==> src/rtl/barrel_shift_carry.sv <==
module barrel_shift_carry #(
  parameter int W          = 32,
  parameter bit REGISTERED = 1'b1
) (
  input  logic         clk,
  input  logic         rst_n,
  input  logic [W-1:0] data_in,
  input  logic [W-1:0] amount_in,
  input  logic [1:0]   op_sel,
  input  logic         carry_in,
  output logic [W-1:0] result_out,
  output logic         carry_out
);
  localparam int         RW = $clog2(W);
  localparam logic [7:0] WB = 8'(W);

  logic [7:0]    amt;
  logic [RW-1:0] rot;
  logic          unused_amt_hi;
  assign amt           = amount_in[7:0];
  assign rot           = amt[RW-1:0];
  assign unused_amt_hi = ^amount_in[W-1:8];

  // The spare bit beside the word catches the last bit shifted out.
  logic [W:0]        lsl_ext, lsr_ext;
  logic signed [W:0] asr_ext;
  logic [2*W-1:0]    ror_ext;
  assign lsl_ext = {1'b0, data_in} << amt;
  assign lsr_ext = {data_in, 1'b0} >> amt;
  assign asr_ext = $signed({data_in, 1'b0}) >>> amt;
  assign ror_ext = {data_in, data_in} >> rot;

  logic [W-1:0] res_c;
  logic         car_c;
  always_comb begin
    res_c = data_in;
    car_c = carry_in;
    if (amt != 8'd0) begin
      unique case (op_sel)
        2'b00: begin res_c = lsl_ext[W-1:0]; car_c = lsl_ext[W]; end
        2'b01: begin res_c = lsr_ext[W:1];   car_c = lsr_ext[0]; end
        2'b10: begin res_c = asr_ext[W:1];   car_c = asr_ext[0]; end
        default: begin res_c = ror_ext[W-1:0]; car_c = ror_ext[W-1]; end
      endcase
    end
  end

  generate
    if (REGISTERED) begin : g_reg
      always_ff @(posedge clk or negedge rst_n) begin
        if (!rst_n) begin
          result_out <= '0;
          carry_out  <= 1'b0;
        end else begin
          result_out <= res_c;
          carry_out  <= car_c;
        end
      end

      p_zero_keep_r2: assert property (@(posedge clk) disable iff (!rst_n)
        (amount_in[7:0] == 8'd0) |=>
          (result_out == $past(data_in)) && (carry_out == $past(carry_in)));

      p_lsl_wide_r4: assert property (@(posedge clk) disable iff (!rst_n)
        (op_sel == 2'b00 && amount_in[7:0] > WB) |=>
          (result_out == '0) && !carry_out);

      p_lsr_wide_r6: assert property (@(posedge clk) disable iff (!rst_n)
        (op_sel == 2'b01 && amount_in[7:0] > WB) |=>
          (result_out == '0) && !carry_out);

      p_asr_fill_r8: assert property (@(posedge clk) disable iff (!rst_n)
        (op_sel == 2'b10 && amount_in[7:0] >= WB) |=>
          (result_out == {W{$past(data_in[W-1])}}) &&
          (carry_out == $past(data_in[W-1])));

      p_ror_whole_r10: assert property (@(posedge clk) disable iff (!rst_n)
        (op_sel == 2'b11 && amount_in[7:0] != 8'd0 && amount_in[RW-1:0] == '0) |=>
          (result_out == $past(data_in)) && (carry_out == $past(data_in[W-1])));
    end else begin : g_comb
      assign result_out = res_c;
      assign carry_out  = car_c;
    end
  endgenerate
endmodule

==> config.mk <==
export PLATFORM = sky130hd
export DESIGN_NAME = barrel_shift_carry
export DESIGN_NICKNAME = d
export VERILOG_FILES = /design/src/rtl/barrel_shift_carry.sv
export SDC_FILE = /design/constraint.sdc
export NUM_CORES = 1
export LEC_CHECK = 0
export ABC_AREA = 0
export BUFFER_PORTS_ARGS = -buffer_cell sky130_fd_sc_hd__buf_2
export CAP_MARGIN = 30
export CORE_ASPECT_RATIO = 1.4
export CORE_MARGIN = 2
export CORE_UTILIZATION = 45
export CTS_CLUSTER_DIAMETER = 120
export DETAILED_ROUTE_END_ITERATION = 16
export PLACE_DENSITY = 0.66
export SETUP_SLACK_MARGIN = 0.15
export SKIP_CTS_REPAIR_TIMING = 1
export SLEW_MARGIN = 5
export SYNTH_ARGS = -nofsm -noshare
export SYNTH_HDL_FRONTEND = slang
export SYNTH_SLANG_ARGS = --single-unit
==> constraint.sdc <==
create_clock -name clk -period 0.8 [get_ports clk]
set_input_delay 0.04 -clock clk [delete_from_list [all_inputs] [get_ports clk]]
set_output_delay 0.04 -clock clk [all_outputs]
set_load 0.01 [all_outputs]
# [After elaboration in Yosys (flattened, before gate mapping)]
# Index checks and enable logic that the tools add are counted.
[word_totals] regBits=33 output_inout_bits=33
[op_classes] eq_ne=2 reduce_logical=2 n_shift=4 n_mux=4
[op_table] cell="case mux 32 bit (3 select lines)" n=1
[op_table] cell=">> shifter 64 x 5 -> 32 bit" n=1
[op_table] cell="left shift 32 x 8 -> 33 bit" n=1
[op_table] cell=">> shifter 33 x 8 -> 33 bit" n=1
[op_table] cell=">>> shifter 33 x 8 -> 33 bit" n=1
[op_table] cell="two-way mux 32 bit" n=1
[op_table] cell="nonzero test 8 bit" n=1
[op_table] cell="case mux 1 bit (3 select lines)" n=1
[op_table] cell="== test 2 x 1 -> 1 bit (second input constant)" n=1
[op_table] cell="== test 2 bit (second input constant)" n=1
[op_table] cell="zero test 2 bit" n=1
[op_table] cell="two-way mux 1 bit" n=1

# [Logic depth before layout (Yosys ltp)]
[depth] ltp_word=3 ltp_mapped=10

# [Worst setup path after synthesis]
# No wires, ideal clock.
[synth_path] path_kind="input to register" startpoint="input amount_in[1]" endpoint="register result_out[16]" stages=8 arrival_ps=2141 n_path_buf=3 setup_slack_ps=-1472 t_required_ps=669 setup_ps=131 path_cell_list="buf_2 clkbuf_1 buf_1 mux4_2 mux2_2 mux2i_1 o22ai_1 or3_1"
[synth_via] elab_chain_len=3 word_cells_on_any_way=7
[synth_lines] item="from (decl)" line_no="8" rtl="input logic [W-1:0] amount_in,"
[synth_lines] item=">>> shifter 33 x 8 -> 33 bit, or another cell as far along" line_no="30" rtl="assign asr_ext = $signed({data_in, 1'b0}) >>> amt;"
[synth_lines] item="case mux 32 bit (3 select lines)" line_no="39" rtl="unique case (op_sel)"
[synth_lines] item="two-way mux 32 bit (*)" line_no="38" rtl="if (amt != 8'd0) begin"
[synth_lines] item="net res_c[16]" line_no="33" rtl="logic [W-1:0] res_c;"
[synth_lines] item="to (signal assigned)" line_no="55" rtl="result_out <= res_c;"
[synth_lines] item="to (decl)" line_no="11" rtl="output logic [W-1:0] result_out,"
# The timed path passes the listed nets; every way through them passes the cells marked *.

# [Worst setup path in the final report]
[layout_path] startpoint="input amount_in[0]" endpoint="register result_out[18]"
# The elaborated chain is that of the path after synthesis.

==> qor.yml <==
grt.total_usage_pct: 48.66
yosys.area.top_type: "mux4_2"
worstMarginPinSlew_ns: 1.024
yosys-top-cells-area: "mux4_2 (15%), dfrtp_1 (12%), mux2i_1 (10%), mux4_1 (7.2%), mux2_2 (7.2%)"
power_density_nw_per_um2: 1133
overflow: 0
ys_async_sr_fraction_pct: 100.0
wirelength_um: 39840
htree_levels: 2
placementRows: 52
worstPathRequired_ns: 0.98
synth.distinct_cells: 73
fmax_mhz: 494.4
syn-num-nets: 841
synth-edff-count: 0
vias: 9512
synthCells: 772
clock_sinks: 33
area_delta_synth_final_pct: 62.62
cp-end-kind: "flop"
routabilityCongestion: 1.135
synth_most_common_cell: "nor2_1"
nFillCells: 1075
p_comb_share_pct: 62.5
crit_chain: "buf_12 -> buf_12 -> buf_8 -> buf_6 -> mux4_2 -> mux2_4 -> mux2i_4 -> nor2_1 -> or3_1 -> o32a_1"
yosysSeqAreaShare_pct: 12.50
status: "complete, but fails checks"
wl_per_cell_um: 29.56
ir_drop_mv: 0.8091
drt_first_iter_violations: 1302
p_sw_share_pct: 39.92
critPathBufInv: 4
p_int_mw: 7.315
die_w_um: 106.4
crit_slowest_cell: "mux4_2"
dp_slack_ns: -1.765
power_switching_mw: 4.859
route.met3.wl_um: 5149
period_needed_ns: 2.023
avgViaCountPerCell: 7.056
wl_met2_um: 17510
min_path_type: "primary input to async pin"
synthesis.area_sq_um: 6608
setup_viol: 64
critPathLaunchType: "primary input"
finalCritPeriodShare_pct: 252.8
clk_pin_slew_worst_paths_ns: 0.07
grt_pass1_wl_um: 56660
pwr-share-seq_pct: 15.7
start_util_pct: 45.95
synth-seq-cells: 33
core_sq_um: 14380
ios: 102
fin_nets: 1226
violations: "hold timing, setup timing"
synth.avg_cell_area_sq_um: 8.559
grt_pass1_vias: 9117
grt_antenna_before_repair: 2
antenna_left: 0
yosysWarnings: 0
clockBufferDepth: 2
dieArea_sq_um: 15680
dp_hpwl_um: 31180
m1WireLength_um: 13110
setup_ws_ns: -1.223
grt_start_max_net_pins: 41
final_layout_size_suffix_gt1_share_pct: 56.74
cts_tree: "yes"
relSlewSlack_pct: 31.18
hold_viol_final: 34
netlist.area_leader.share_pct: 14.66
cap_violations: 0
critPathMaxFanout: 6
crit_type: "primary input to flop"
dr.pass1.iters: 6
timing.hold.ws_ns: -0.3737
finalSetupTns_ns: -35.82
synth_flop_cell: "dfrtp_1"
clock-root-buffer: "clkbuf_16"
crit_top_cell: "buf_12"
cts_buffers: 5
drv_slew: 0
synthTopCellsByCount: "nor2_1 (77), nand2_1 (71), mux2i_1 (67)"
arrival_ns: 2.20
p_clk_share_pct: 21.8
rsz0062_at_grt: "true"
die_h_um: 147.4
worst_path_largest_cell_delay_ns: 0.55
io_buffer_count: 77
critPathTopFamily: "multiplexers"
drc: 0
top_layer: "met5"
p_leak_nw: 4.801
==> sequential cells by signal, summed over array words and instances, names as in the netlist <==
| name | flops |
|---|---|
| carry_out | 1 |
| result_out | 32 |
==> layout make-up <==
type / count / area, sq um / area share, %
clock inverters: 3 / 65.06 / 0.6055
well taps: 189 / 236.5 / 2.201
multi-input cells: 649 / 5822 / 54.18
inverters: 9 / 33.78 / 0.3144
clock buffers: 5 / 125.1 / 1.164
repair buffers: 459 / 3635 / 33.83
diodes: 1 / 2.502 / 0.02329
flip-flops and latches: 33 / 825.8 / 7.685
==> cell families (layout without fill, tap and decap cells) <==
family	after synthesis	after routing	share of synthesized area, %
compound gates	229	229	23.95
xor+xnor	1	1	0.1326
buf+inv	90	476	6.287
flops	33	33	12.50
mux	172	172	39.80
other cells	0	1	0
simple gates	247	247	17.33
==> metal layers <==
metal,up-vias,global-route usage [%]
met5,-,0
met4,2,34.03
met3,295,10.10
met2,986,76.63
met1,4397,59.23
li1,3832,-
==> worst max-delay path by stage <==
stage	startpoint	to	slack (ns)	cells after the start
detailed placement	amount_in[0]	result_out[19]$_DFF_PN0_	-1.76	9
global route	amount_in[0]	carry_out$_DFF_PN0_	-1.26	8
finish	amount_in[0]	result_out[18]$_DFF_PN0_	-1.22	10
global placement	amount_in[0]	result_out[19]$_DFF_PN0_	-1.78	9
CTS	amount_in[0]	result_out[19]$_DFF_PN0_	-1.47	9
floorplan	amount_in[0]	result_out[28]$_DFF_PN0_	-1.21	9
==> power groups by stage <==
stage | sequential [mW] | clock [mW] | combinational, mW
after floorplan | 2.03 | 0 | 3.11
after global placement | 1.94 | 0 | 6.54
after detailed placement | 1.94 | 0 | 6.65
after CTS | 1.91 | 2.62 | 6.67
after global routing | 1.92 | 2.67 | 7.81
final | 1.91 | 2.65 | 7.61
==> placed cells by master (no fill, tap or decap), drive strengths merged, types with 6 or more instances in the layout <==
cell type	Yosys	layout
nor2	77	77
buf	34	458
nor4	7	7
nor3	25	25
o31ai	6	6
a211oi	14	14
o21ai	41	41
a21oi	41	41
and2	7	7
a211o	8	8
mux2i	69	69
nand3	18	18
mux2	42	42
inv	8	8
and3	9	9
o22ai	23	23
a31oi	15	15
mux4	61	61
nand2	71	71
dfrtp	33	33
o211ai	8	8
clkbuf	47	6
o211a	6	6
==> per-stage QoR <==
step	total power, mW	utilization [%]	hold WS (ns)	std cells	instance area, sq um
6_report	12.17	74.73	-0.3737	1348	10750
5_1_grt	12.40	74.71	-0.3627	1347	10740
4_1_cts	11.20	70.08	-0.3713	1328	10080
3_5_place_dp	8.587	68.76	-0.06531	1320	9887
3_3_place_gp	8.475	68.71	-0.07043	1319	9879
2_1_floorplan	5.137	-	-0.2556	772	6848
No activity file was read; power rests on OpenSTA's default activity.
